**src/rtl/exc_seq_pkg.sv**
```systemverilog
`timescale 1ns/1ps
// Package: shared constants, state type and the type-to-vector mapping
// used by the exception entry sequencer.
package exc_seq_pkg;

    localparam int SR_T_BIT   = 15;
    localparam int SR_S_BIT   = 13;
    localparam int SR_M_BIT   = 12;
    localparam int SR_IPL_LO  = 8;

    localparam logic [3:0] TY_INTR      = 4'd7;
    localparam logic [7:0] VEC_SPURIOUS = 8'd24;

    typedef enum logic [2:0] {
        ST_IDLE,
        ST_IACK,
        ST_PUSH_PC,
        ST_PUSH_SR,
        ST_VREAD,
        ST_FETCH
    } seq_state_e;

    // Vector number for every non-interrupt exception type.
    function automatic logic [7:0] vector_of_type(input logic [3:0] ty);
        logic [7:0] v;
        case (ty)
            4'd0:    v = 8'd2;
            4'd1:    v = 8'd3;
            4'd2:    v = 8'd4;
            4'd3:    v = 8'd5;
            4'd4:    v = 8'd8;
            4'd5:    v = 8'd9;
            4'd6:    v = 8'd14;
            4'd7:    v = VEC_SPURIOUS;
            default: v = 8'd32 + {5'd0, ty[2:0]};
        endcase
        return v;
    endfunction

    // True when the frame must carry the faulting PC (restart model).
    function automatic logic saves_fault_pc(input logic [3:0] ty);
        return (ty <= 4'd4) || (ty == 4'd6);
    endfunction

endpackage

```
**src/rtl/exc_ctx_regs.sv**
```systemverilog
`timescale 1ns/1ps
// Context registers: status register plus separate user and supervisor
// stack pointers. The sequencer's updates take priority; core writes are
// dropped while the sequencer holds the context. Assumes the sequencer
// never writes the user pointer.
module exc_ctx_regs
    import exc_seq_pkg::*;
#(
    parameter logic [15:0] SR_RESET  = 16'h2700,
    parameter logic [31:0] SSP_RESET = 32'h0000_8000
) (
    input  logic        clk,
    input  logic        rst_n,
    input  logic        seq_hold,
    input  logic        seq_sr_we,
    input  logic [15:0] seq_sr_val,
    input  logic        seq_ssp_we,
    input  logic [31:0] seq_ssp_val,
    input  logic        core_sr_we,
    input  logic [15:0] core_sr_wdata,
    input  logic        core_sp_we,
    input  logic [31:0] core_sp_wdata,
    output logic [15:0] sr_q,
    output logic [31:0] ssp_q,
    output logic [31:0] usp_q,
    output logic [31:0] a7_q
);

    logic core_ok;
    logic in_super;

    assign core_ok  = !seq_hold;
    assign in_super = sr_q[SR_S_BIT];

    // Status register: sequencer update first, otherwise a core write.
    always_ff @(posedge clk) begin
        if (!rst_n) begin
            sr_q <= SR_RESET;
        end else if (seq_sr_we) begin
            sr_q <= seq_sr_val;
        end else if (core_sr_we && core_ok) begin
            sr_q <= core_sr_wdata;
        end
    end

    // Supervisor pointer: frame push result, or a core write in supervisor mode.
    always_ff @(posedge clk) begin
        if (!rst_n) begin
            ssp_q <= SSP_RESET;
        end else if (seq_ssp_we) begin
            ssp_q <= seq_ssp_val;
        end else if (core_sp_we && core_ok && in_super) begin
            ssp_q <= core_sp_wdata;
        end
    end

    // User pointer: written only by the core while in user mode.
    always_ff @(posedge clk) begin
        if (!rst_n) begin
            usp_q <= '0;
        end else if (core_sp_we && core_ok && !in_super) begin
            usp_q <= core_sp_wdata;
        end
    end

    // Mode-selected pointer seen by the core.
    always_comb begin
        a7_q = in_super ? ssp_q : usp_q;
    end

    // an exception never disturbs the user stack pointer.
    p_usp_kept_r7: assert property (@(posedge clk) disable iff (!rst_n)
        seq_hold |=> $stable(usp_q));

endmodule

```
**src/rtl/exc_ack_timer.sv**
```systemverilog
`timescale 1ns/1ps
// Acknowledge watchdog: counts the cycles an interrupt-acknowledge read
// waits and flags expiry in its LIMIT-th cycle when no ack arrives.
// Assumes run drops right after expiry or an ack.
module exc_ack_timer #(
    parameter int LIMIT = 16
) (
    input  logic clk,
    input  logic rst_n,
    input  logic run,
    input  logic ack,
    output logic expired
);

    localparam int CW = $clog2(LIMIT + 1);

    logic [CW-1:0] cnt_q;

    // Count waiting cycles; clear whenever the read is not pending.
    always_ff @(posedge clk) begin
        if (!rst_n) begin
            cnt_q <= '0;
        end else if (run && !ack && !expired) begin
            cnt_q <= cnt_q + 1'b1;
        end else begin
            cnt_q <= '0;
        end
    end

    // Expiry in the last permitted waiting cycle.
    always_comb begin
        expired = run && !ack && (cnt_q == CW'(LIMIT - 1));
    end

    // the wait counter never passes the limit.
    p_timer_bound_r6: assert property (@(posedge clk) disable iff (!rst_n)
        cnt_q < CW'(LIMIT));

endmodule

```
**src/rtl/exc_frame_word.sv**
```systemverilog
`timescale 1ns/1ps
// Frame word builder: packs format, fault status, vector and saved
// status register into the lower-address frame longword.
module exc_frame_word (
    input  logic [1:0]  misalign,
    input  logic [3:0]  fs,
    input  logic [7:0]  vector,
    input  logic [15:0] sr_saved,
    output logic [31:0] word
);

    logic [3:0] fmt;

    // Format nibble is 4 plus the bytes dropped by alignment.
    always_comb begin
        fmt  = 4'd4 + {2'b00, misalign};
        word = {fmt, fs[3:2], vector, fs[1:0], sr_saved};
    end

endmodule

```
**src/rtl/exc_entry_seq.sv**
```systemverilog
`timescale 1ns/1ps
// Exception entry sequencer: on a request, updates the status register,
// obtains the vector (from the type or an acknowledge read), pushes a
// two-longword frame on the supervisor stack, reads the vector table and
// pulses the handler fetch. Assumes exc_* inputs are valid with exc_req,
// irq_level is 1..7 for interrupts, and vec_base is steady while busy.
module exc_entry_seq
    import exc_seq_pkg::*;
#(
    parameter int          ACK_TIMEOUT = 16,
    parameter logic [31:0] SSP_RESET   = 32'h0000_8000,
    parameter logic [15:0] SR_RESET    = 16'h2700,
    parameter logic [31:0] IACK_BASE   = 32'hFFFF_FFE0
) (
    input  logic        clk,
    input  logic        rst_n,
    input  logic        exc_req,
    input  logic [3:0]  exc_type,
    input  logic [3:0]  exc_fs,
    input  logic [31:0] exc_fault_pc,
    input  logic [31:0] exc_next_pc,
    input  logic [2:0]  irq_level,
    input  logic [31:0] vec_base,
    input  logic        core_sr_we,
    input  logic [15:0] core_sr_wdata,
    input  logic        core_sp_we,
    input  logic [31:0] core_sp_wdata,
    output logic        bus_req,
    output logic        bus_we,
    output logic        bus_iack,
    output logic [31:0] bus_addr,
    output logic [31:0] bus_wdata,
    input  logic        bus_ack,
    input  logic [31:0] bus_rdata,
    output logic        handler_valid,
    output logic [31:0] handler_addr,
    output logic        busy,
    output logic [15:0] sr_o,
    output logic [31:0] a7_o
);

    localparam logic [31:0] FRAME_BYTES = 32'd8;
    localparam logic [31:0] WORD_BYTES  = 32'd4;

    seq_state_e  state_q;
    logic [3:0]  fs_q;
    logic [2:0]  lvl_q;
    logic [7:0]  vec_q;
    logic [15:0] sr_saved_q;
    logic [31:0] pc_q;
    logic [31:0] base_q;
    logic [1:0]  off_q;
    logic [31:0] handler_q;

    logic        accept;
    logic        is_intr;
    logic [15:0] sr_cur;
    logic [15:0] sr_entry;
    logic [31:0] ssp_cur;
    logic [31:0] usp_cur;
    logic        ssp_we;
    logic        ack_expired;
    logic [31:0] frame_word;

    assign accept  = (state_q == ST_IDLE) && exc_req;
    assign is_intr = (exc_type == TY_INTR);
    assign ssp_we  = (state_q == ST_PUSH_SR) && bus_ack;

    // Status register value taken on entry.
    always_comb begin
        sr_entry = sr_cur;
        sr_entry[SR_S_BIT] = 1'b1;
        sr_entry[SR_T_BIT] = 1'b0;
        if (is_intr) begin
            sr_entry[SR_M_BIT] = 1'b0;
            sr_entry[SR_IPL_LO +: 3] = irq_level;
        end
    end

    exc_ctx_regs #(
        .SR_RESET  (SR_RESET),
        .SSP_RESET (SSP_RESET)
    ) u_ctx (
        .clk           (clk),
        .rst_n         (rst_n),
        .seq_hold      (busy || accept),
        .seq_sr_we     (accept),
        .seq_sr_val    (sr_entry),
        .seq_ssp_we    (ssp_we),
        .seq_ssp_val   (base_q - FRAME_BYTES),
        .core_sr_we    (core_sr_we),
        .core_sr_wdata (core_sr_wdata),
        .core_sp_we    (core_sp_we),
        .core_sp_wdata (core_sp_wdata),
        .sr_q          (sr_cur),
        .ssp_q         (ssp_cur),
        .usp_q         (usp_cur),
        .a7_q          (a7_o)
    );

    exc_ack_timer #(
        .LIMIT (ACK_TIMEOUT)
    ) u_timer (
        .clk     (clk),
        .rst_n   (rst_n),
        .run     (state_q == ST_IACK),
        .ack     (bus_ack),
        .expired (ack_expired)
    );

    exc_frame_word u_frame (
        .misalign (off_q),
        .fs       (fs_q),
        .vector   (vec_q),
        .sr_saved (sr_saved_q),
        .word     (frame_word)
    );

    // Sequencer state and per-exception context capture.
    always_ff @(posedge clk) begin
        if (!rst_n) begin
            state_q    <= ST_IDLE;
            fs_q       <= '0;
            lvl_q      <= '0;
            vec_q      <= '0;
            sr_saved_q <= '0;
            pc_q       <= '0;
            base_q     <= '0;
            off_q      <= '0;
            handler_q  <= '0;
        end else begin
            case (state_q)
                ST_IDLE: begin
                    if (exc_req) begin
                        fs_q       <= exc_fs;
                        lvl_q      <= irq_level;
                        vec_q      <= vector_of_type(exc_type);
                        sr_saved_q <= sr_cur;
                        pc_q       <= saves_fault_pc(exc_type) ? exc_fault_pc : exc_next_pc;
                        base_q     <= {ssp_cur[31:2], 2'b00};
                        off_q      <= ssp_cur[1:0];
                        state_q    <= is_intr ? ST_IACK : ST_PUSH_PC;
                    end
                end
                ST_IACK: begin
                    if (bus_ack) begin
                        vec_q   <= bus_rdata[7:0];
                        state_q <= ST_PUSH_PC;
                    end else if (ack_expired) begin
                        vec_q   <= VEC_SPURIOUS;
                        state_q <= ST_PUSH_PC;
                    end
                end
                ST_PUSH_PC: begin
                    if (bus_ack) state_q <= ST_PUSH_SR;
                end
                ST_PUSH_SR: begin
                    if (bus_ack) state_q <= ST_VREAD;
                end
                ST_VREAD: begin
                    if (bus_ack) begin
                        handler_q <= bus_rdata;
                        state_q   <= ST_FETCH;
                    end
                end
                ST_FETCH: state_q <= ST_IDLE;
                default:  state_q <= ST_IDLE;
            endcase
        end
    end

    // Bus request fields for the current step.
    always_comb begin
        bus_req   = 1'b0;
        bus_we    = 1'b0;
        bus_iack  = 1'b0;
        bus_addr  = '0;
        bus_wdata = '0;
        case (state_q)
            ST_IACK: begin
                bus_req  = 1'b1;
                bus_iack = 1'b1;
                bus_addr = IACK_BASE | {27'd0, lvl_q, 2'b00};
            end
            ST_PUSH_PC: begin
                bus_req   = 1'b1;
                bus_we    = 1'b1;
                bus_addr  = base_q - WORD_BYTES;
                bus_wdata = pc_q;
            end
            ST_PUSH_SR: begin
                bus_req   = 1'b1;
                bus_we    = 1'b1;
                bus_addr  = base_q - FRAME_BYTES;
                bus_wdata = frame_word;
            end
            ST_VREAD: begin
                bus_req  = 1'b1;
                bus_addr = vec_base + {22'd0, vec_q, 2'b00};
            end
            default: ;
        endcase
    end

    // Status outputs toward the core.
    always_comb begin
        busy          = (state_q != ST_IDLE);
        handler_valid = (state_q == ST_FETCH);
        handler_addr  = handler_q;
        sr_o          = sr_cur;
    end

    // a pending request keeps its fields until acknowledged.
    p_req_hold_r12: assert property (@(posedge clk) disable iff (!rst_n)
        (bus_req && !bus_ack && !ack_expired) |=>
            (bus_req && $stable(bus_addr) && $stable(bus_we) && $stable(bus_wdata)));

    // frame writes land on longword boundaries.
    p_frame_align_r8: assert property (@(posedge clk) disable iff (!rst_n)
        (bus_req && bus_we) |-> (bus_addr[1:0] == 2'b00));

    // entering a sequence leaves supervisor set and trace clear.
    p_entry_sr_r2: assert property (@(posedge clk) disable iff (!rst_n)
        $rose(busy) |-> (sr_o[SR_S_BIT] && !sr_o[SR_T_BIT]));

    // the fetch strobe is a single cycle and ends the sequence.
    p_strobe_single_r11: assert property (@(posedge clk) disable iff (!rst_n)
        handler_valid |=> (!handler_valid && !busy));

    // acknowledge accesses are reads.
    p_iack_read_r5: assert property (@(posedge clk) disable iff (!rst_n)
        bus_iack |-> (bus_req && !bus_we));

endmodule

```
**config.mk**
```make
export PLATFORM = sky130hd
export DESIGN_NAME = exc_entry_seq
export DESIGN_NICKNAME = d
export VERILOG_FILES = /design/src/rtl/exc_seq_pkg.sv /design/src/rtl/exc_ctx_regs.sv /design/src/rtl/exc_ack_timer.sv /design/src/rtl/exc_frame_word.sv /design/src/rtl/exc_entry_seq.sv
export SDC_FILE = /design/constraint.sdc
export NUM_CORES = 1
export LEC_CHECK = 0
export ABC_CLOCK_PERIOD_IN_PS = 3200
export BUFFER_PORTS_ARGS = -buffer_cell sky130_fd_sc_hd__buf_2
export CORE_MARGIN = 3
export CORE_UTILIZATION = 53
export DETAILED_ROUTE_END_ITERATION = 7
export PLACE_DENSITY_LB_ADDON = 0.25
export SETUP_SLACK_MARGIN = 0.1
export SLEW_MARGIN = 15
export SYNTH_ARGS = -nofsm -noshare
export SYNTH_HDL_FRONTEND = slang
export SYNTH_HIERARCHICAL = 1
export SYNTH_SLANG_ARGS = --single-unit
```
**constraint.sdc**
```tcl
create_clock -name clk -period 3.2 [get_ports clk]
set_input_delay 0.16 -clock clk [delete_from_list [all_inputs] [get_ports clk]]
set_output_delay 0.16 -clock clk [all_outputs]
set_load 0.02 [all_outputs]
```
# Word level (Yosys, flattened, before mapping)
# Index checks and enable logic that the tools add are counted.
[word_totals] register_bits=215 latchBits=0 ram_bits=0 romBits=0 input_bits=193 output_inout_bits=149 wordCells=100 memories=0
[classes] addsub=6 multipliers=0 n_div=0 order_cmp=1 n_eq_ne=19 n_shift=0 muxes=26 n_bitwise=2 n_reduce_logical=31
[op_table] operator="32-bit two-way mux" n=4
[op_table] operator="32-bit one-hot mux with 4 select lines" n=1
[op_table] operator="32-bit one-hot mux with 2 select lines" n=1
[op_table] operator="7-bit one-hot mux with 8 select lines" n=1
[op_table] operator="32-bit by 10-bit adder with 32-bit output" n=1
[op_table] operator="32-bit by 3-bit subtractor with 32-bit output, second input constant" n=1
[op_table] operator="32-bit by 4-bit subtractor with 32-bit output, second input constant" n=1
[op_table] operator="13-bit two-way mux" n=2
[op_table] operator="8-bit two-way mux" n=3
[op_table] operator="3-bit two-way mux" n=7
[op_table] operator="4-bit by 3-bit equality test with 1-bit output, second input constant" n=4
[op_table] operator="8-bit one-hot mux with 2 select lines" n=1
[op_table] operator="3-bit one-hot mux with 5 select lines" n=1
[op_table] operator="2-bit AND reduction" n=5
[op_table] operator="1-bit logical AND" n=9
[op_table] operator="4-bit by 2-bit equality test with 1-bit output, second input constant" n=2
[op_table] operator="2-bit inequality test, second input constant" n=4
[op_table] operator="6-bit by 3-bit adder with 7-bit output, first input constant" n=1
[op_table] operator="3-bit by 2-bit equality test with 1-bit output, second input constant" n=2
[op_table] operator="3-bit equality test, second input constant" n=2
[op_table] operator="2-bit nonzero test" n=3
[op_table] operator="5-bit by 1-bit adder with 5-bit output, second input constant" n=1
[op_table] operator="5-bit by 4-bit equality test with 1-bit output, second input constant" n=1
[op_table] operator="5-bit AND reduction" n=1
[op_table] operator="17 further kinds" n=26

# Logic depth before layout (Yosys ltp)
# Gate-level depths: netlist of the first run.
[depth] depth_word=8 depth_mapped=12 depth_no_buf=9

# Cells and area by module
# The synthesis of the first run kept the hierarchy.
[modules_own_cells] mod="exc_entry_seq" n_inst=1 cells_each=1052 area_each_um2=8187.9 seq_area_each_um2=2602.5
[modules_own_cells] mod="exc_ctx_regs" n_inst=1 cells_each=448 area_each_um2=3692.3 seq_area_each_um2=1601.5
[modules_own_cells] mod="exc_frame_word" n_inst=1 cells_each=34 area_each_um2=247.7 seq_area_each_um2=0.0
[modules_own_cells] mod="exc_ack_timer" n_inst=1 cells_each=20 area_each_um2=217.7 seq_area_each_um2=100.1

# Least setup slack after synthesis of the first run
# Ideal clock, no wire load.
[synth_path] path_type="register to output" startpoint="register vec_q[0]" endpoint="output port bus_addr[24]" arrival_time_ps=2475 required_ps=3040 path_slack_ps=565 stages_incl_launch_ff=11 path_buffers=1 path_cell_list="dfxtp_1 > ha_1 > fa_1 > a211oi_1 > o21ai_0 > o21a_1 > and3_1 > clkbuf_1 > nand3_1 > xor2_1 > o21ai_0"
[synth_between] elab_chain_len=2
[synth_lines] item="from (decl)" line="exc_entry_seq.sv:48" text="logic [7:0] vec_q;"
[synth_lines] item="from (signal assigned)" line="exc_entry_seq.sv:137" text="vec_q <= vector_of_type(exc_type);"
[synth_lines] item="from (signal assigned)" line="exc_entry_seq.sv:147" text="vec_q <= bus_rdata[7:0];"
[synth_lines] item="32-bit by 10-bit adder with 32-bit output" line="exc_entry_seq.sv:199" text="bus_addr = vec_base + {22'd0, vec_q, 2'b00};"
[synth_lines] item="32-bit one-hot mux with 4 select lines" line="exc_entry_seq.sv:179" text="case (state_q)"
[synth_lines] item="to (decl)" line="exc_entry_seq.sv:31" text="output logic [31:0] bus_addr,"
# Every way passes these cells.

# Worst setup path after layout of the first run
[layout_path] startpoint="register base_q[4]" endpoint="output port bus_addr[27]"
[layout_between] elab_chain_len=2 elab_cells_between_ends=3 classes_between="2 x add/sub; 1 x mux"
[layout_lines] item="from (decl)" line="exc_entry_seq.sv:51" text="logic [31:0] base_q;"
[layout_lines] item="from (signal assigned)" line="exc_entry_seq.sv:140" text="base_q <= {ssp_cur[31:2], 2'b00};"
[layout_lines] item="32-bit by 4-bit subtractor with 32-bit output or 32-bit by 3-bit subtractor with 32-bit output (tied branches)" line="exc_entry_seq.sv:194, exc_entry_seq.sv:188"
[layout_lines] item="32-bit one-hot mux with 4 select lines *" line="exc_entry_seq.sv:179"
# Mark *: on every way between the ends. The rest lies on a longest branch, timed or not.

==> run metrics, run 1 <==
Syn Area/Cell 7.94 sq um; total number of vias 12.7k; layout overhead on the synthesized area 30.2%; drt wl/cell 18.8 um; First-pass DRT Iterations 5; RePlAce Congestion 0.972; reg2reg end state_q[0]$_SDFFE_PN0P_; Vias per Instance 5.67; initial DRC count 1098; Seq/Total Area, Yosys 34.9%; DIE WIDTH 159 um; synth unique cells 76; H-tree lvl count 1; first-pass GRT wire length 63000 um; TritonCTS clock tree done; TNS Setup 0 ns; largest net degree at the start of global routing 124; chip height 159 um; Core Box Area 22800 sq um; FF/Latch Area 4320 sq um; layout cell share with drive strength beyond 1 28.0%; Gate Count Post-Synth 1554; number of buffers created by CTS 24; CP Max Fanout 7; Slew @ Worst Pin 0.938 ns; prevailing post-synth register cell dfxtp_1; vias in the first global route 11.8k; Pleak 7.09 nW; area of the multi-input gates 7350 sq um; Final Max Tran Viols 0; reg2reg start state_q[0]$_SDFFE_PN0P_; Worst EP required 3.04 ns; clk sinks 215; most frequent cells in the layout nand2_1, buf_2, dfxtp_1, dlygate4sd3_1, a21boi_0; commonest non-fill, non-tap cell in the layout nand2_1; Post-synth EDFFs 0; I/O pin cnt 342; critical path launch point type flop; drt total wl 42000 um; outcome complete, no violations; clk_lat worst skew 0.53 ns; FF+latch count, synth 215; pwr dens 560 nW/um^2; DP Area 14000 sq um; finished layout cell area 16100 sq um; Worst Setup Path Type reg -> out; Final Hold Viols 0; die area 25200 sq um; Cells after DPL 2086; Worst Setup End Kind output pin; worst hold endpoint pc_q[3]$_SDFFE_PN0P_; Row Count 55; R2R cell count 9; CTS max path bufs 3; Max VDD drop 0.000412 V; hold-critical path depth 4; RSZ-0062 raised after global routing yes; worst hold slack 0.0110 ns; crit path time final 3.03 ns; period utilization 94.8%; max-cap violation count 0; hold wc startpoint exc_fault_pc[3]; Post-DRT Antenna Nets 0; Final #Nets 2116; GRT Residual Overflow 0; fill cell count 1896; Synth Cell Area 12300 sq um; fin cells 2240; Fmax 330 MHz; clock slew at reported path FFs 0.06 ns; total track usage 31.2%; Async SR Flop Fraction 0%; r2r setup slk 0.58 ns; initial antenna violation count 2; initial core utilization 54.2%; Crit path arrival time 2.87 ns; Hold Crit Class in -> reg; Setup-failing EPs final 0; root buffer cell clkbuf_16; IO buf count 341; Clock Skew 0.0159 ns; HPWL Detailed 29000 um; warnings from Yosys 6; Post-route DRC 0; Rel. slew slack 37.3%
## per-layer routing
layer,track usage [%],vias up,wire length [um]
met5,0,-,13
met1,41.4,5984,17900
met3,5.16,96,3360
met2,51.7,529,19400
met4,10.6,2,1360
li1,-,6098,-
## Yosys cell counts, types with 4 or more instances
| cell type | count | area, sq um |
|---|---|---|
| o211a_1 | 36 | 360 |
| buf_6 | 9 | 101 |
| and2_1 | 8 | 50.1 |
| clkbuf_1 | 84 | 315 |
| xnor2_1 | 28 | 245 |
| a21boi_0 | 91 | 683 |
| ha_1 | 13 | 163 |
| nor2_1 | 46 | 173 |
| nor3_1 | 28 | 140 |
| o22ai_1 | 15 | 93.8 |
| a21o_1 | 5 | 37.5 |
| mux2i_1 | 35 | 350 |
| o21a_1 | 4 | 30.0 |
| o21ai_0 | 67 | 335 |
| a32oi_1 | 5 | 43.8 |
| o211ai_1 | 8 | 60.1 |
| nand4_1 | 4 | 25.0 |
| buf_2 | 22 | 110 |
| nand2b_1 | 6 | 37.5 |
| nor4_1 | 9 | 56.3 |
| a21oi_1 | 81 | 405 |
| buf_4 | 34 | 255 |
| a22o_1 | 33 | 289 |
| mux2_2 | 53 | 597 |
| o31ai_1 | 4 | 30.0 |
| nor3b_1 | 16 | 120 |
| a31oi_1 | 36 | 225 |
| nand2_1 | 388 | 1460 |
| conb_1 | 4 | 15.0 |
| xor2_1 | 38 | 333 |
| nand3_1 | 25 | 125 |
| and3_1 | 8 | 50.1 |
| inv_1 | 15 | 56.3 |
| buf_1 | 8 | 30.0 |
| dfxtp_1 | 215 | 4300 |
| a211oi_1 | 4 | 30.0 |
| nor2b_1 | 7 | 43.8 |
## where the power goes
part	switching, W	total [W]	internal [W]
logic	0.00180	0.00301	0.00121
registers	0.000194	0.00307	0.00288
clock network	0.00116	0.00293	0.00176
## logic make-up (layout without fill, tap and decap cells)
logic type,after synthesis,after routing,share of synthesized area [%]
mux,88,88,7.67
fa+ha+maj,14,14,1.48
compound gates,411,411,22.8
buf+inv,176,546,7.16
xor+xnor,66,66,4.68
simple gates,580,580,21.3
other cells,4,7,0.122
flops,215,215,34.9
## flip-flops by register name (all words and copies together) (netlist names)
register / count
base_q: 30
fs_q: 4
handler_addr: 32
lvl_q: 3
off_q: 2
pc_q: 32
sr_saved_q: 16
state_q: 3
u_ctx/sr_q: 16
u_ctx/ssp_q: 32
u_ctx/usp_q: 32
u_timer/cnt_q: 5
vec_q: 8
## metrics by stage
| stage | util [%] | total power, W | setup WS, ns |
|---|---|---|---|
| after floorplan | - | 0.00496 | 0.565 |
| after global placement | 61.3 | 0.00583 | 0.406 |
| after detailed placement | 61.3 | 0.00585 | 0.357 |
| after CTS | 69.6 | 0.00891 | 0.0435 |
| after global routing | 70.6 | 0.00940 | 0.0620 |
| final | 70.6 | 0.00901 | 0.167 |
## worst max path at each step
stage                                       from            to  slack, ns  depth (start not counted)
after global placement    base_q[3]$_SDFFE_PN0P_  bus_addr[27]       0.41                         10
after floorplan            vec_q[0]$_SDFFE_PN0P_  bus_addr[24]       0.57                         10
after detailed placement  base_q[3]$_SDFFE_PN0P_  bus_addr[27]       0.36                         10
after CTS                 base_q[4]$_SDFFE_PN0P_  bus_addr[27]       0.04                         10
after global routing       vec_q[0]$_SDFFE_PN0P_  bus_addr[26]       0.06                         10
final                     base_q[4]$_SDFFE_PN0P_  bus_addr[27]       0.17                         10
## cell type report
cell class	instances	area share, %
Antenna cell	1	0.0156
Clock buffer	32	4.30
Clock inverter	11	0.957
Inverter	19	0.529
Multi-Input combinational cell	1165	45.7
Sequential cell	215	26.9
Tap cell	313	2.44
Timing Repair Buffer	484	19.1
## worst max-delay path, cell delays in order, from the launching register on
cell	delay (ns)
dfxtp_4	0.37
inv_4	0.07
ha_4	0.14
nor4b_4	0.26
nand4_2	0.23
or2_4	0.33
or3_4	0.39
mux2i_1	0.13
o22a_1	0.19
o21ai_1	0.08
buf_4	0.16
## repair_timing
action                     in CTS  in global routing
pin swaps                       2                 17
setup buffers                   1                  9
gates resized for setup        13                 40
hold endpoints to repair      121                  0
hold buffers                  100                  0
setup endpoints to repair      17                 21
Power figures use the tool's default switching activity.
==> run 2, diff against run 1 <==
- ABC_CLOCK_PERIOD_IN_PS: 3200 -> 2900
- SYNTH_HIERARCHICAL: 1 -> default
- clock period: 3.2 -> 2.9 ns (I/O delays scaled with it)
==> run 2 against run 1 <==
Net effect:
- the run now ends with setup timing left
- largest cell class unchanged
- die area shrank 4.0%
- power rose by 13%
- count of clock-buffer cells in the layout is 4 higher
==> run metrics, run 2 <==
CTS max path bufs 3 (unchanged); Setup-failing EPs final 6 (was 0); max-cap violation count 0 (unchanged); Async SR Flop Fraction 0% (unchanged); Post-route DRC 0 (unchanged); layout overhead on the synthesized area 44.1% (was 30.2%); sw frac 35.4% (was 35.0%); number of buffers created by CTS 24 (unchanged); die area 24200 sq um (was 25200 sq um); Slew @ Worst Pin 0.693 ns (was 0.938 ns); IO buf count 341 (unchanged); worst slack at placement 0.227 ns (was 0.357 ns); Pleak 7.60 nW (was 7.09 nW); pwr dens 598 nW/um^2 (was 560 nW/um^2); area of the multi-input gates 7540 sq um (was 7350 sq um); synth top area cells dfxtp_1, nand2_1, a21boi_0, clkbuf_1, o211a_1 (was dfxtp_1, nand2_1, a21boi_0, mux2_2, a21oi_1); top-area cell type share of the netlist area 36.4% (was 34.9%); Crit path arrival time 2.91 ns (was 2.87 ns); layout cell share with drive strength beyond 1 31.8% (was 28.0%); reg2reg start state_q[0]$_SDFFE_PN0P_ (unchanged); M3 GR Usage 7.18% (was 5.16%); top cells by count, synth nand2_1, dfxtp_1, a21boi_0 (unchanged); GRT Residual Overflow 0 (unchanged); clk_lat worst skew 0.53 ns (about the same); Clock Skew 0.0142 ns (was 0.0159 ns); Gate Count Post-Synth 1462 (was 1554); FF/Latch Area 4330 sq um (was 4320 sq um); most frequent cells in the layout nand2_1, buf_2, dfxtp_1, dlygate4sd3_1, a21boi_0 (unchanged); met1 Use GR 43.2% (was 41.4%); HPWL Detailed 30500 um (was 29000 um); Core Box Area 21900 sq um (was 22800 sq um); CP Max Fanout 5 (was 7); chip height 155 um (was 159 um); Rel. slew slack 53.6% (was 37.3%); drt wl/cell 21.2 um (was 18.8 um); RePlAce Congestion 0.964 (was 0.972); Syn Nets 1668; First-pass DRT Iterations 6 (was 5); DP Area 13900 sq um (was 14000 sq um); largest net degree at the start of global routing 78 (was 124); Post-synth EDFFs 0 (unchanged); CP max-delay cell or4_4 (was or3_4); Hold Crit Class in -> reg (unchanged); clock slew at reported path FFs 0.06 ns (about the same); critical path launch point type flop (unchanged); DIE WIDTH 155 um (was 159 um); Comb pwr share 38.0% (was 33.4%); violated checks setup timing; GR peak layer met2 (unchanged); TritonCTS clock tree done (unchanged); setup ws final -0.155 ns (was 0.167 ns); Final Hold Viols 0 (unchanged); warnings from Yosys 0 (was 6); Syn Area/Cell 8.10 sq um (was 7.94 sq um); Clock power frac 29.3% (was 32.5%); drt total wl 47400 um (was 42000 um); total number of vias 13.5k (was 12.7k); total track usage 36.7% (was 31.2%); CP max stage delay 0.58 ns (was 0.39 ns); initial core utilization 54.1% (was 54.2%); switching power 0.00361 W (was 0.00316 W); commonest non-fill, non-tap cell in the layout nand2_1 (unchanged); Worst Setup End Kind output pin (unchanged); first-pass GRT wire length 71800 um (was 63000 um); Synth Cell Area 11800 sq um (was 12300 sq um); sequential share of power 32.7% (was 34.1%); hold wc startpoint exc_fault_pc[15] (was exc_fault_pc[3]); outcome complete, but fails checks (was complete, no violations); Worst Setup Path Type reg -> out (unchanged); most common cell in the netlist nand2_1 (unchanged); H-tree lvl count 1 (unchanged); Worst setup startpoint base_q[6]$_SDFFE_PN0P_ (was base_q[4]$_SDFFE_PN0P_); initial DRC count 1224 (was 1098); Max VDD drop 0.000503 V (was 0.000412 V); RSZ-0062 raised after global routing yes (unchanged); Post-DRT Antenna Nets 0 (unchanged); Row Count 54 (was 55); root buffer cell clkbuf_16 (unchanged); Fmax 327 MHz; fill cell count 1477 (was 1896); FF+latch count, synth 215 (unchanged); internal power 0.00659 W (was 0.00585 W); vias in the first global route 13.4k (was 11.8k); finished layout cell area 17100 sq um (was 16100 sq um); synth unique cells 74 (was 76); Final #Nets 2144 (was 2116); Vias per Instance 6.05 (was 5.67); I/O pin cnt 342 (unchanged); clk sinks 215 (unchanged); Seq/Total Area, Yosys 36.4% (was 34.9%); GRT met2 Usage 63.0% (was 51.7%); crit path time final 3.05 ns; Worst EP required 2.76 ns (was 3.04 ns); initial antenna violation count 1 (was 2); period utilization 105%; leading area contributor after synthesis dfxtp_1 (unchanged); prevailing post-synth register cell dfxtp_1 (unchanged); CP cell instances or4_4, or4b_4, nor4_4, xnor2_2, a21oi_2, a211o_1, buf_6 (was inv_4, ha_4, nor4b_4, nand4_2, or2_4, or3_4, mux2i_1, o22a_1, o21ai_1, buf_4); worst hold slack 0.00281 ns (was 0.0110 ns); Final Max Tran Viols 0 (unchanged)
run 2: timing repair:
| item | in CTS | in global routing |
|---|---|---|
| pin swaps | 39 | 26 |
| hold buffers | 142 | 0 |
| gates resized for setup | 102 | 60 |
| endpoints found under the hold margin | 139 | 0 |
| gates cloned | 0 | 1 |
| setup buffers | 21 | 13 |
| setup endpoints to repair | 28 | 29 |
run 2: cell families (layout without fill, tap and decap cells):
group | Yosys count | in the layout | share of synthesized area, %
compound gates | 391 | 391 | 25.0
xor+xnor | 60 | 60 | 4.44
other cells | 0 | 2 | 0
mux | 67 | 67 | 6.00
buf+inv | 142 | 631 | 4.81
flops | 215 | 215 | 36.4
simple gates | 574 | 575 | 22.0
fa+ha+maj | 13 | 13 | 1.44
run 2: per-layer routing:
| metal | routed length [um] | up-vias |
|---|---|---|
| met3 | 4180 | 192 |
| li1 | - | 6131 |
| met4 | 2880 | 0 |
| met2 | 22700 | 792 |
| met1 | 17600 | 6407 |
| met5 | 0 | - |
run 2: cell type report:
type,count,area share [%]
diodes,2,0.0293
well taps,280,2.05
clock buffers,36,4.08
clock inverters,4,0.425
inverters,17,0.411
flip-flops and latches,215,25.4
repair buffers,574,23.4
multi-input cells,1106,44.2
run 2: power groups by stage:
stage / Clock (W) / Sequential (W) / Combinational [W]
detailed placement: 0 / 0.00337 / 0.00298
global placement: 0 / 0.00337 / 0.00297
CTS: 0.00298 / 0.00331 / 0.00352
floorplan: 0 / 0.00332 / 0.00192
global route: 0.00310 / 0.00335 / 0.00408
finish: 0.00299 / 0.00334 / 0.00387
run 2: final timing paths:
path,end,slack [ns],cells past startpoint
max reg2reg,u_ctx.sr_q[10]$_SDFFE_PN1P_,0.24,8
min reg2reg,u_timer.cnt_q[0]$_SDFF_PN0_,0.46,1
max,bus_addr[28],-0.15,7
min,pc_q[15]$_SDFFE_PN0P_,0.003,4
run 2: worst max-delay path: cells and delay by family, from the launching register on:
kind	cells	cell delay, ns
AND/OR/NAND/NOR	3	1.43
flip-flops	1	0.32
buffers and inverters	1	0.14
AO/OA/AOI/OAI	2	0.33
XOR/XNOR	1	0.16
run 2: metrics by stage:
step | std cells | util [%] | TNS, ns | power [W]
2_1_floorplan | 1462 | - | 0 | 0.00524
3_3_place_gp | 2015 | 63.6 | 0 | 0.00633
3_5_place_dp | 2015 | 63.6 | 0 | 0.00636
4_1_cts | 2218 | 76.3 | -0.705 | 0.00981
5_1_grt | 2233 | 77.9 | -1.41 | 0.0105
6_report | 2234 | 77.9 | -0.524 | 0.0102
==> run 3, diff against run 2 <==
- ABC_CLOCK_PERIOD_IN_PS: 2900 -> 3000
- CORE_MARGIN: 3 -> 2
- REMOVE_ABC_BUFFERS: default -> 1
- clock period: 2.9 -> 3 ns (I/O delays scaled with it)
==> run 3 against run 2 <==
Net effect:
- the flow finishes with violations (hold timing)
- clock skew up 0.0084 ns
- power down 1.1%
- combinational power down 3%
- sequential power down 4%
- flip-flop and latch count unchanged
- worst setup slack better by 0.16 ns
- register-to-register slack about the same
- global-route usage up 0.75 points
- critical path depth up 3
==> run metrics, run 3 (synthesis gave the netlist of run 2 again) <==
outcome complete, but fails checks (unchanged); violated checks hold timing (was setup timing); Pleak 7.64 nW (was 7.60 nW); IO buf count 341 (unchanged); GRT Residual Overflow 0 (unchanged); drt total wl 46800 um (was 47400 um); Comb pwr share 37.4% (was 38.0%); TritonCTS clock tree done (unchanged); TNS Setup 0 ns (was -0.524 ns); internal power 0.00663 W (was 0.00659 W); root buffer cell clkbuf_16 (unchanged); CP Max Fanout 7 (was 5); Worst EP required 2.85 ns (was 2.76 ns); Post-DRT Antenna Nets 0 (unchanged); RSZ-0062 raised after global routing yes (unchanged); Worst Setup End Kind output pin (unchanged); die area 23500 sq um (was 24200 sq um); largest net degree at the start of global routing 75 (was 78); initial core utilization 54.1% (unchanged); Core Box Area 21900 sq um (unchanged); worst hold slack -0.00384 ns (was 0.00281 ns); finished layout cell area 17100 sq um (about the same); pwr dens 589 nW/um^2 (was 598 nW/um^2); hold wc startpoint exc_next_pc[9] (was exc_fault_pc[15]); most frequent cells in the layout nand2_1, buf_2, dfxtp_1, a21boi_0, dlygate4sd3_1 (was nand2_1, buf_2, dfxtp_1, dlygate4sd3_1, a21boi_0); Max VDD drop 0.000472 V (was 0.000503 V); I/O pin cnt 342 (unchanged); Clock Skew 0.0226 ns (was 0.0142 ns); chip height 153 um (was 155 um); sw frac 34.2% (was 35.4%); Rel. slew slack 23.5% (was 53.6%); First-pass DRT Iterations 6 (unchanged); Setup-failing EPs final 0 (was 6); first-pass GRT wire length 71600 um (was 71800 um); CP max stage delay 0.42 ns (was 0.58 ns); initial DRC count 1247 (was 1224); Final #Nets 2153 (was 2144); Final Hold Viols 1 (was 0); drt wl/cell 20.8 um (was 21.2 um); crit path time final 3.00 ns; layout overhead on the synthesized area 44.4% (was 44.1%); vias in the first global route 13.3k (was 13.4k); layout cell share with drive strength beyond 1 32.2% (was 31.8%); clk sinks 215 (unchanged); clk_lat worst skew 0.53 ns (about the same); commonest non-fill, non-tap cell in the layout nand2_1 (unchanged); DIE WIDTH 153 um (was 155 um); Clock power frac 30.7% (was 29.3%); reg2reg start base_q[4]$_SDFFE_PN0P_ (was state_q[0]$_SDFFE_PN0P_); H-tree lvl count 1 (unchanged); Row Count 54 (unchanged); Worst Setup Path Type reg -> out (unchanged); Crit path arrival time 2.85 ns (was 2.91 ns); Hold Crit Class in -> reg (unchanged); total number of vias 13.5k (about the same); Worst setup startpoint vec_q[0]$_SDFFE_PN0P_ (was base_q[6]$_SDFFE_PN0P_); number of buffers created by CTS 24 (unchanged); CP cell instances ha_4, inv_2, fa_2, nor2b_4, o21bai_4, a211o_4, nor2_4, xnor2_2, a221o_1, buf_6 (was or4_4, or4b_4, nor4_4, xnor2_2, a21oi_2, a211o_1, buf_6); Vias per Instance 6.01 (was 6.05); Post-route DRC 0 (unchanged); initial antenna violation count 5 (was 1); max-cap violation count 0 (unchanged); CP max-delay cell a211o_4 (was or4_4); critical path launch point type flop (unchanged); switching power 0.00345 W (was 0.00361 W); Final Max Tran Viols 0 (unchanged); HPWL Detailed 29400 um (was 30500 um); DP Area 13900 sq um (about the same); sequential share of power 31.9% (was 32.7%); clock slew at reported path FFs 0.06 ns (about the same); Fmax 334 MHz; total track usage 37.4% (was 36.7%); CTS max path bufs 3 (unchanged); Slew @ Worst Pin 1.14 ns (was 0.693 ns); RePlAce Congestion 1.03 (was 0.964); period utilization 99.9%
-- run 3: timing repair --
action                     in CTS  in global routing
setup endpoints to repair      22                 26
hold endpoints to repair      132                  0
hold buffers                  133                  0
gates cloned                    0                  0
resized for setup              78                 63
buffers inserted               36                 16
pin swaps                      35                 35
-- run 3: path summary, 6_finish.rpt --
path	end	slack, ns	depth (start not counted)
max	bus_addr[24]	0.002	10
min reg2reg	handler_addr[18]$_SDFFE_PN0P_	0.46	2
min	pc_q[9]$_SDFFE_PN0P_	-0.004	4
max reg2reg	u_ctx.ssp_q[28]$_SDFFE_PN0P_	0.23	12
-- run 3: cell type report --
cell class / count / area [sq um]
diodes: 3 / 7.51
clock buffers: 35 / 702
clock inverters: 9 / 134
fillers: 1524 / 4790
inverters: 17 / 66.3
multi-input cells: 1105 / 7470
flip-flops and latches: 215 / 4340
well taps: 280 / 350
repair buffers: 584 / 4030
-- run 3: power by group through the flow --
| stage | logic (W) | registers, W | clock network, W |
|---|---|---|---|
| finish | 0.00377 | 0.00322 | 0.00309 |
| global route | 0.00397 | 0.00324 | 0.00324 |
| CTS | 0.00339 | 0.00320 | 0.00310 |
| detailed placement | 0.00289 | 0.00326 | 0 |
| global placement | 0.00286 | 0.00325 | 0 |
| floorplan | 0.00170 | 0.00327 | 0 |
-- run 3: per-stage QoR --
step / power, W / hold slack [ns] / std cells / utilization, % / worst slack (ns)
final: 0.0101 / -0.00384 / 2248 / 78.1 / 0.00216
after global routing: 0.0104 / 0.0158 / 2248 / 78.1 / -0.0633
after CTS: 0.00969 / 0.000131 / 2230 / 76.1 / -0.00567
after detailed placement: 0.00615 / 0.385 / 2017 / 63.7 / 0.313
after global placement: 0.00612 / 0.373 / 2017 / 63.7 / 0.347
after floorplan: 0.00497 / 0.224 / 1337 / - / -1.07
-- run 3: per-layer routing --
layer  share of wire [%]  GRT usage (%)
met1                  38           45.2
met2                  48           65.2
met3                 8.9           7.12
met4                 4.8           15.7
met5               0.045              0
-- run 3: critical path: cells and delay by family, from the launching register on --
kind	cells	cell delay [ns]
AO/OA/AOI/OAI	3	0.91
XOR/XNOR	1	0.08
adder cells (fa/ha/maj)	2	0.50
buffers and inverters	2	0.18
flip-flops	1	0.35
AND/OR/NAND/NOR	2	0.29
